[src/rtl/serport_pkg.sv]
package serport_pkg;

    localparam int SP_BYTE_W = 8;
    localparam int SP_BIT_CW = $clog2(SP_BYTE_W);

    typedef logic [SP_BIT_CW-1:0] bitcnt_t;
    typedef logic [SP_BYTE_W-1:0] byte_t;

    // Edge information derived from the synchronized serial clock.
    typedef struct packed {
        logic rise;   // rising edge while selected
        logic fall;   // falling edge while selected
        logic any;    // any level change, select ignored
    } sclk_edge_t;

    // One shift lane: data register plus bit position.
    typedef struct packed {
        byte_t   sh;
        bitcnt_t cnt;
    } lane_t;

    function automatic sclk_edge_t find_edges(logic now, logic prev, logic selected);
        sclk_edge_t e;
        e.any  = now ^ prev;
        e.rise = selected & now & ~prev;
        e.fall = selected & ~now & prev;
        return e;
    endfunction

    function automatic logic is_last_bit(bitcnt_t c);
        return c == bitcnt_t'(SP_BYTE_W - 1);
    endfunction

endpackage

[src/rtl/serport_sync.sv]
module serport_sync #(
    parameter int               W       = 3,
    parameter int               STAGES  = 2,
    parameter logic [W-1:0]     RST_VAL = '0
) (
    input  logic         clk,
    input  logic         rst,
    input  logic [W-1:0] d_i,
    output logic [W-1:0] q_o
);

    logic [STAGES-1:0][W-1:0] chain_q;

    always_ff @(posedge clk) begin
        if (rst) begin
            for (int s = 0; s < STAGES; s++) chain_q[s] <= RST_VAL;
        end else begin
            chain_q[0] <= d_i;
            for (int s = 1; s < STAGES; s++) chain_q[s] <= chain_q[s-1];
        end
    end

    assign q_o = chain_q[STAGES-1];

endmodule

[src/rtl/serport_idle.sv]
module serport_idle #(
    parameter int TIMEOUT_PERIODS = 32
) (
    input  logic clk,
    input  logic rst,
    input  logic tick_i,
    input  logic sclk_low_i,
    input  logic edge_i,
    output logic expire_o
);

    localparam int CNT_W = $clog2(TIMEOUT_PERIODS + 1);
    localparam logic [CNT_W-1:0] LAST = CNT_W'(TIMEOUT_PERIODS - 1);

    logic [CNT_W-1:0] idle_cnt;

    always_ff @(posedge clk) begin
        if (rst || edge_i) begin
            idle_cnt <= '0;
            expire_o <= 1'b0;
        end else begin
            expire_o <= 1'b0;
            if (tick_i && sclk_low_i) begin
                if (idle_cnt == LAST) begin
                    idle_cnt <= '0;
                    expire_o <= 1'b1;
                end else begin
                    idle_cnt <= idle_cnt + 1'b1;
                end
            end
        end
    end

    assert_idle_bound_R6: assert property (@(posedge clk) disable iff (rst)
        idle_cnt < CNT_W'(TIMEOUT_PERIODS));

    assert_expire_needs_tick_R6: assert property (@(posedge clk) disable iff (rst)
        expire_o |-> $past(tick_i) && $past(sclk_low_i));

    assert_edge_restarts_R7: assert property (@(posedge clk) disable iff (rst)
        edge_i |=> !expire_o);

endmodule

[src/rtl/serport_shift.sv]
module serport_shift
    import serport_pkg::*;
(
    input  logic  clk,
    input  logic  rst,
    input  logic  clear_i,
    input  logic  rise_i,
    input  logic  fall_i,
    input  logic  din_i,
    input  byte_t tx_data_i,
    input  logic  tx_en_i,
    output logic  rx_valid_o,
    output byte_t rx_data_o,
    output logic  tx_next_o,
    output logic  dout_o,
    output logic  dout_oe_o
);

    lane_t rx_q;
    lane_t tx_q;

    // Receive lane: capture on falling edges.
    always_ff @(posedge clk) begin
        if (rst) begin
            rx_q       <= '0;
            rx_valid_o <= 1'b0;
        end else begin
            rx_valid_o <= 1'b0;
            if (clear_i) begin
                rx_q.cnt <= '0;
            end else if (fall_i) begin
                rx_q.sh    <= {rx_q.sh[SP_BYTE_W-2:0], din_i};
                rx_q.cnt   <= rx_q.cnt + 1'b1;
                rx_valid_o <= is_last_bit(rx_q.cnt);
            end
        end
    end

    assign rx_data_o = rx_q.sh;

    // Transmit lane: update output on rising edges.
    always_ff @(posedge clk) begin
        if (rst) begin
            tx_q      <= '0;
            dout_o    <= 1'b0;
            dout_oe_o <= 1'b0;
            tx_next_o <= 1'b0;
        end else begin
            tx_next_o <= 1'b0;
            if (clear_i) begin
                tx_q.cnt  <= '0;
                dout_oe_o <= 1'b0;
            end else if (rise_i) begin
                if (tx_q.cnt == '0) begin
                    dout_o    <= tx_data_i[SP_BYTE_W-1];
                    tx_q.sh   <= {tx_data_i[SP_BYTE_W-2:0], 1'b0};
                    dout_oe_o <= tx_en_i;
                end else begin
                    dout_o  <= tx_q.sh[SP_BYTE_W-1];
                    tx_q.sh <= {tx_q.sh[SP_BYTE_W-2:0], 1'b0};
                end
                tx_q.cnt  <= tx_q.cnt + 1'b1;
                tx_next_o <= is_last_bit(tx_q.cnt);
            end
        end
    end

    assert_rx_single_R1: assert property (@(posedge clk) disable iff (rst)
        rx_valid_o |=> !rx_valid_o);

    assert_dout_hold_R2: assert property (@(posedge clk) disable iff (rst)
        !rise_i |=> $stable(dout_o));

    assert_txnext_after_rise_R3: assert property (@(posedge clk) disable iff (rst)
        tx_next_o |-> $past(rise_i));

    assert_clear_quiet_R4: assert property (@(posedge clk) disable iff (rst)
        clear_i |=> !rx_valid_o && !tx_next_o && !dout_oe_o);

    assert_oe_hold_R8: assert property (@(posedge clk) disable iff (rst)
        (!rise_i && !clear_i) |=> $stable(dout_oe_o));

endmodule

[src/rtl/serport_top.sv]
module serport_top
    import serport_pkg::*;
#(
    parameter int SYNC_STAGES     = 2,
    parameter int TIMEOUT_PERIODS = 32
) (
    input  logic                 clk,
    input  logic                 rst,
    input  logic                 cs_n_i,
    input  logic                 sclk_i,
    input  logic                 din_i,
    output logic                 dout_o,
    output logic                 dout_oe_o,
    input  logic                 result_tick_i,
    output logic                 drdy_n_o,
    output logic                 rx_valid_o,
    output logic [SP_BYTE_W-1:0] rx_data_o,
    input  logic [SP_BYTE_W-1:0] tx_data_i,
    input  logic                 tx_en_i,
    output logic                 tx_next_o
);

    // Order inside the synchronized bundle: {select, clock, data}.
    localparam logic [2:0] SYNC_RST = 3'b100;

    logic [2:0] pins_s;
    logic       cs_n_s, sclk_s, din_s;
    logic       sclk_prev_q;
    sclk_edge_t edges;
    logic       idle_expire;
    logic       lane_clear;

    serport_sync #(
        .W       (3),
        .STAGES  (SYNC_STAGES),
        .RST_VAL (SYNC_RST)
    ) sync_i (
        .clk (clk),
        .rst (rst),
        .d_i ({cs_n_i, sclk_i, din_i}),
        .q_o (pins_s)
    );

    assign {cs_n_s, sclk_s, din_s} = pins_s;

    always_ff @(posedge clk) begin
        if (rst) sclk_prev_q <= 1'b0;
        else     sclk_prev_q <= sclk_s;
    end

    assign edges = find_edges(sclk_s, sclk_prev_q, ~cs_n_s);

    serport_idle #(
        .TIMEOUT_PERIODS (TIMEOUT_PERIODS)
    ) idle_i (
        .clk        (clk),
        .rst        (rst),
        .tick_i     (result_tick_i),
        .sclk_low_i (~sclk_s),
        .edge_i     (edges.any),
        .expire_o   (idle_expire)
    );

    assign lane_clear = cs_n_s | idle_expire;

    serport_shift shift_i (
        .clk        (clk),
        .rst        (rst),
        .clear_i    (lane_clear),
        .rise_i     (edges.rise),
        .fall_i     (edges.fall),
        .din_i      (din_s),
        .tx_data_i  (tx_data_i),
        .tx_en_i    (tx_en_i),
        .rx_valid_o (rx_valid_o),
        .rx_data_o  (rx_data_o),
        .tx_next_o  (tx_next_o),
        .dout_o     (dout_o),
        .dout_oe_o  (dout_oe_o)
    );

    // Ready flag: set low by a new result, released by a finished byte.
    always_ff @(posedge clk) begin
        if (rst)                drdy_n_o <= 1'b1;
        else if (result_tick_i) drdy_n_o <= 1'b0;
        else if (rx_valid_o)    drdy_n_o <= 1'b1;
    end

    assert_select_hiz_R4: assert property (@(posedge clk) disable iff (rst)
        cs_n_s |=> !dout_oe_o);

    assert_idle_hiz_R6: assert property (@(posedge clk) disable iff (rst)
        idle_expire |=> !dout_oe_o);

    assert_drdy_low_R9: assert property (@(posedge clk) disable iff (rst)
        result_tick_i |=> !drdy_n_o);

    assert_drdy_release_R9: assert property (@(posedge clk) disable iff (rst)
        $rose(drdy_n_o) |-> $past(rx_valid_o));

    assert_no_edge_unselected_R4: assert property (@(posedge clk) disable iff (rst)
        cs_n_s |-> !edges.rise && !edges.fall);

endmodule

[config.mk]
export PLATFORM = sky130hd
export DESIGN_NAME = serport_top
export DESIGN_NICKNAME = d
export VERILOG_FILES = /design/src/rtl/serport_pkg.sv /design/src/rtl/serport_sync.sv /design/src/rtl/serport_idle.sv /design/src/rtl/serport_shift.sv /design/src/rtl/serport_top.sv
export SDC_FILE = /design/constraint.sdc
export NUM_CORES = 1
export LEC_CHECK = 0
export ABC_AREA = 1
export BUFFER_PORTS_ARGS = -buffer_cell sky130_fd_sc_hd__buf_2
export CORE_ASPECT_RATIO = 1.75
export CORE_MARGIN = 4
export CORE_UTILIZATION = 52
export CTS_BUF_LIST = sky130_fd_sc_hd__clkbuf_4
export CTS_CLUSTER_DIAMETER = 200
export DETAILED_ROUTE_END_ITERATION = 16
export PLACE_DENSITY = 0.77
export SLEW_MARGIN = 20
export SYNTH_ARGS = -nofsm -noshare
export SYNTH_HDL_FRONTEND = slang
export SYNTH_SLANG_ARGS = --single-unit
[constraint.sdc]
create_clock -name clk -period 1.1 [get_ports clk]
set_input_delay 0.33 -clock clk [delete_from_list [all_inputs] [get_ports clk]]
set_output_delay 0.33 -clock clk [all_outputs]
set_load 0.01 [all_outputs]
==> flow_metrics.env <==
export IMPL_final_cell_mix="41 x nand2_1, 31 x nor2_1, 20 x buf_4"
export IMPL_track_usage=0.1860
export IMPL_ant_nets=0
export IMPL_drive_gt1_frac=0.4513
export IMPL_die_area_um2=4406
export IMPL_slowest_stage="dfxtp_2"
export IMPL_h_tree_depth=2
export IMPL_status="finished with violations"
export IMPL_drc_errors=0
export IMPL_hold_viol=0
export IMPL_die_h_um=84.86
export IMPL_irDropWorstVdd_v=0.0007878
export IMPL_power_leakage_nw=1.069
export IMPL_coreArea_um2=3209
export IMPL_synth_seq_cells=40
export IMPL_io_buffers=27
export IMPL_cts_root_buffer="clkbuf_4"
export IMPL_design_area_um2=2372
export IMPL_clock_latency_ns=0.34
export IMPL_dp_hpwl_um=2307
export IMPL_clockBufferDepth=2
export IMPL_syn_num_nets=251
export IMPL_die_x_um=51.92
export IMPL_path_max_fanout=2
export IMPL_mostFrequentLayoutCell="nand2_1"
export IMPL_syn_inst=230
export IMPL_clk_pin_slew_ns=0.11
export IMPL_area_delta_synth_final_pct=35.14
export IMPL_whs_endpoint="sync_i.chain_q[2]"
export IMPL_p_per_area_nw_per_um2=1029
export IMPL_synth_cell_types=23
export IMPL_ys_seq_area_frac=0.4562
export IMPL_wl_per_cell_um=11.83
export IMPL_multiInputGateArea_um2=920.9
export IMPL_timing_final_crit_share=1.032
export IMPL_reg2reg_setup_slack_ns=-0.03
export IMPL_cp_end_kind="output pin"
export IMPL_grt_max_degree=12
export IMPL_clkSinkCount=40
export IMPL_violations="negative setup slack"
export IMPL_synth_area_um2=1755
export IMPL_tightest_slew_ns=0.1889
export IMPL_setup_viol=18
export IMPL_rows=27
export IMPL_nNetsFinal=297
export IMPL_final_util=0.7392
export IMPL_fillers=231
export IMPL_critPathKind="flip-flop to output pin"
export IMPL_antenna_found_initial=0
export IMPL_overflow=0
export IMPL_crit_required_ns=0.77
export IMPL_cp_start_kind="flip-flop"
export IMPL_numCtsBuffers=5
export IMPL_gp_congestion=0.7827
export IMPL_critPathTopFamily="flip-flops"
export IMPL_slew_viol_final=0
export IMPL_rr_startpoint="sync_i.q_o[2]"
export IMPL_hp_start="cs_n_i"
export IMPL_whs_path_depth=2
export IMPL_max_cap_violations=0
export IMPL_ios=28
export IMPL_fin_crit_ns=1.136
export IMPL_yosysWarnings=0
export IMPL_clock_skew_final_ns=0.003450
export IMPL_cp_cell_sequence="buf_6"
export IMPL_first_pass_iters=4
export IMPL_num_antenna_cells=0
export IMPL_path_buf_inv=1
export IMPL_register_area_um2=835.8
export IMPL_fmax_ghz=0.8806
export IMPL_tritoncts="yes"
export IMPL_first_global_vias=1481
export IMPL_instances_no_fill=320
export IMPL_hp_class="input port to flip-flop"
export IMPL_dp_slack_ns=-0.1276
export IMPL_cp_arrival_ns=0.81
export IMPL_placedCellCount=297
export IMPL_rsz0062_at_grt="true"
export IMPL_place_area_um2=1923
export IMPL_vias_per_cell=4.828
export IMPL_slew_headroom=0.8731
export IMPL_dr_total_vias=1545
export IMPL_syn_area_per_cell_um2=7.632
export IMPL_routed_wl_um=3784
export IMPL_max_stage_delay_ns=0.36
export IMPL_initial_utilization=0.5470
export IMPL_worstReg2RegEnd="shift_i.rx_data_o[3]"
export IMPL_grt_first_pass_wirelength_um=6175
export IMPL_drt_initial_drc_count=29
export IMPL_rr_worst_depth=6
export IMPL_setup_slack_ns=-0.03555
## cell type report
type	count	share of cell area
clock inverters	1	0.001582
flip-flops and latches	40	0.3523
well taps	43	0.02268
repair buffers	49	0.1640
inverters	29	0.04905
multi-input cells	151	0.3882
clock buffers	7	0.02215
## repair_timing
item                                    4_1_cts  5_1_grt
gates resized for setup                      35       59
endpoints found under the setup margin       27       43
buffers inserted                              6        8
cloned                                        1        0
pin swaps                                     1       13
hold buffers                                  0        0
## where the power goes
group          switching, mW  internal [mW]  leakage, nW
clock                  0.450          0.295       0.0338
sequential            0.0201           1.47        0.335
combinational          0.112         0.0940        0.700
## kinds of logic (layout without fill, tap and decap cells)
logic type,after synthesis,in the layout,share of synthesized area
compound gates,35,35,0.1034
simple gates,107,108,0.2780
xor+xnor,2,2,0.009980
flops,40,40,0.4562
fa+ha+maj,6,6,0.04276
buf+inv,40,86,0.1098
## cell usage after synthesis (all sizes together)
cell	count	share of area
a21oi	15	0.045
buf	11	0.046
dfxtp	40	0.46
ha	6	0.043
inv	29	0.063
nand2	50	0.12
nand3	7	0.027
nor2	40	0.10
nor3	8	0.023
o21ai	19	0.054
o21bai	1	0.0043
or2	2	0.0071
xor2	2	0.010
## how the worst max path moves through the flow
stage	startpoint	to	slack, ns	cells after the start
floorplan	shift_i.tx_q[0]	shift_i.tx_q[4]	0.003	7
global placement	shift_i.tx_q[0]	shift_i.dout_oe_o	-0.08	6
detailed placement	shift_i.tx_q[0]	shift_i.dout_oe_o	-0.13	6
CTS	shift_i.rx_data_o[1]	rx_data_o[1]	-0.05	1
global route	sync_i.q_o[2]	shift_i.rx_data_o[4]	-0.1	5
finish	shift_i.rx_data_o[4]	rx_data_o[4]	-0.04	1
## per-stage QoR
stage          total power, mW  setup TNS [ns]  hold slack, ns
4_1_cts                  2.432         -0.4924          0.1470
3_5_place_dp             1.681         -0.7442          0.3939
3_3_place_gp             1.679         -0.4594          0.3944
5_1_grt                  2.572          -1.551          0.1431
2_1_floorplan            1.622               0          0.3883
6_report                 2.441         -0.4744          0.1583
## sequential cells by signal, summed over array words and instances (netlist names)
name / cells
sync_i.q_o: 3
shift_i.rx_data_o: 8
shift_i.dout_oe_o: 1
idle_i.idle_cnt: 6
shift_i.tx_q: 10
idle_i.expire_o: 1
shift_i.rx_valid_o: 1
shift_i.rx_q: 3
sync_i.chain_q: 3
drdy_n_o: 1
shift_i.tx_next_o: 1
sclk_prev_q: 1
shift_i.dout_o: 1
## layer usage
| metal | up-vias | track usage | wire [µm] |
|---|---|---|---|
| met5 | - | 0 | 0 |
| met4 | 0 | 0.07399 | 69 |
| met3 | 6 | 0.05448 | 129 |
| met2 | 30 | 0.3368 | 2090 |
| met1 | 703 | 0.1913 | 1494 |
| li1 | 806 | - | - |
No activity file was read; power rests on OpenSTA's default activity.
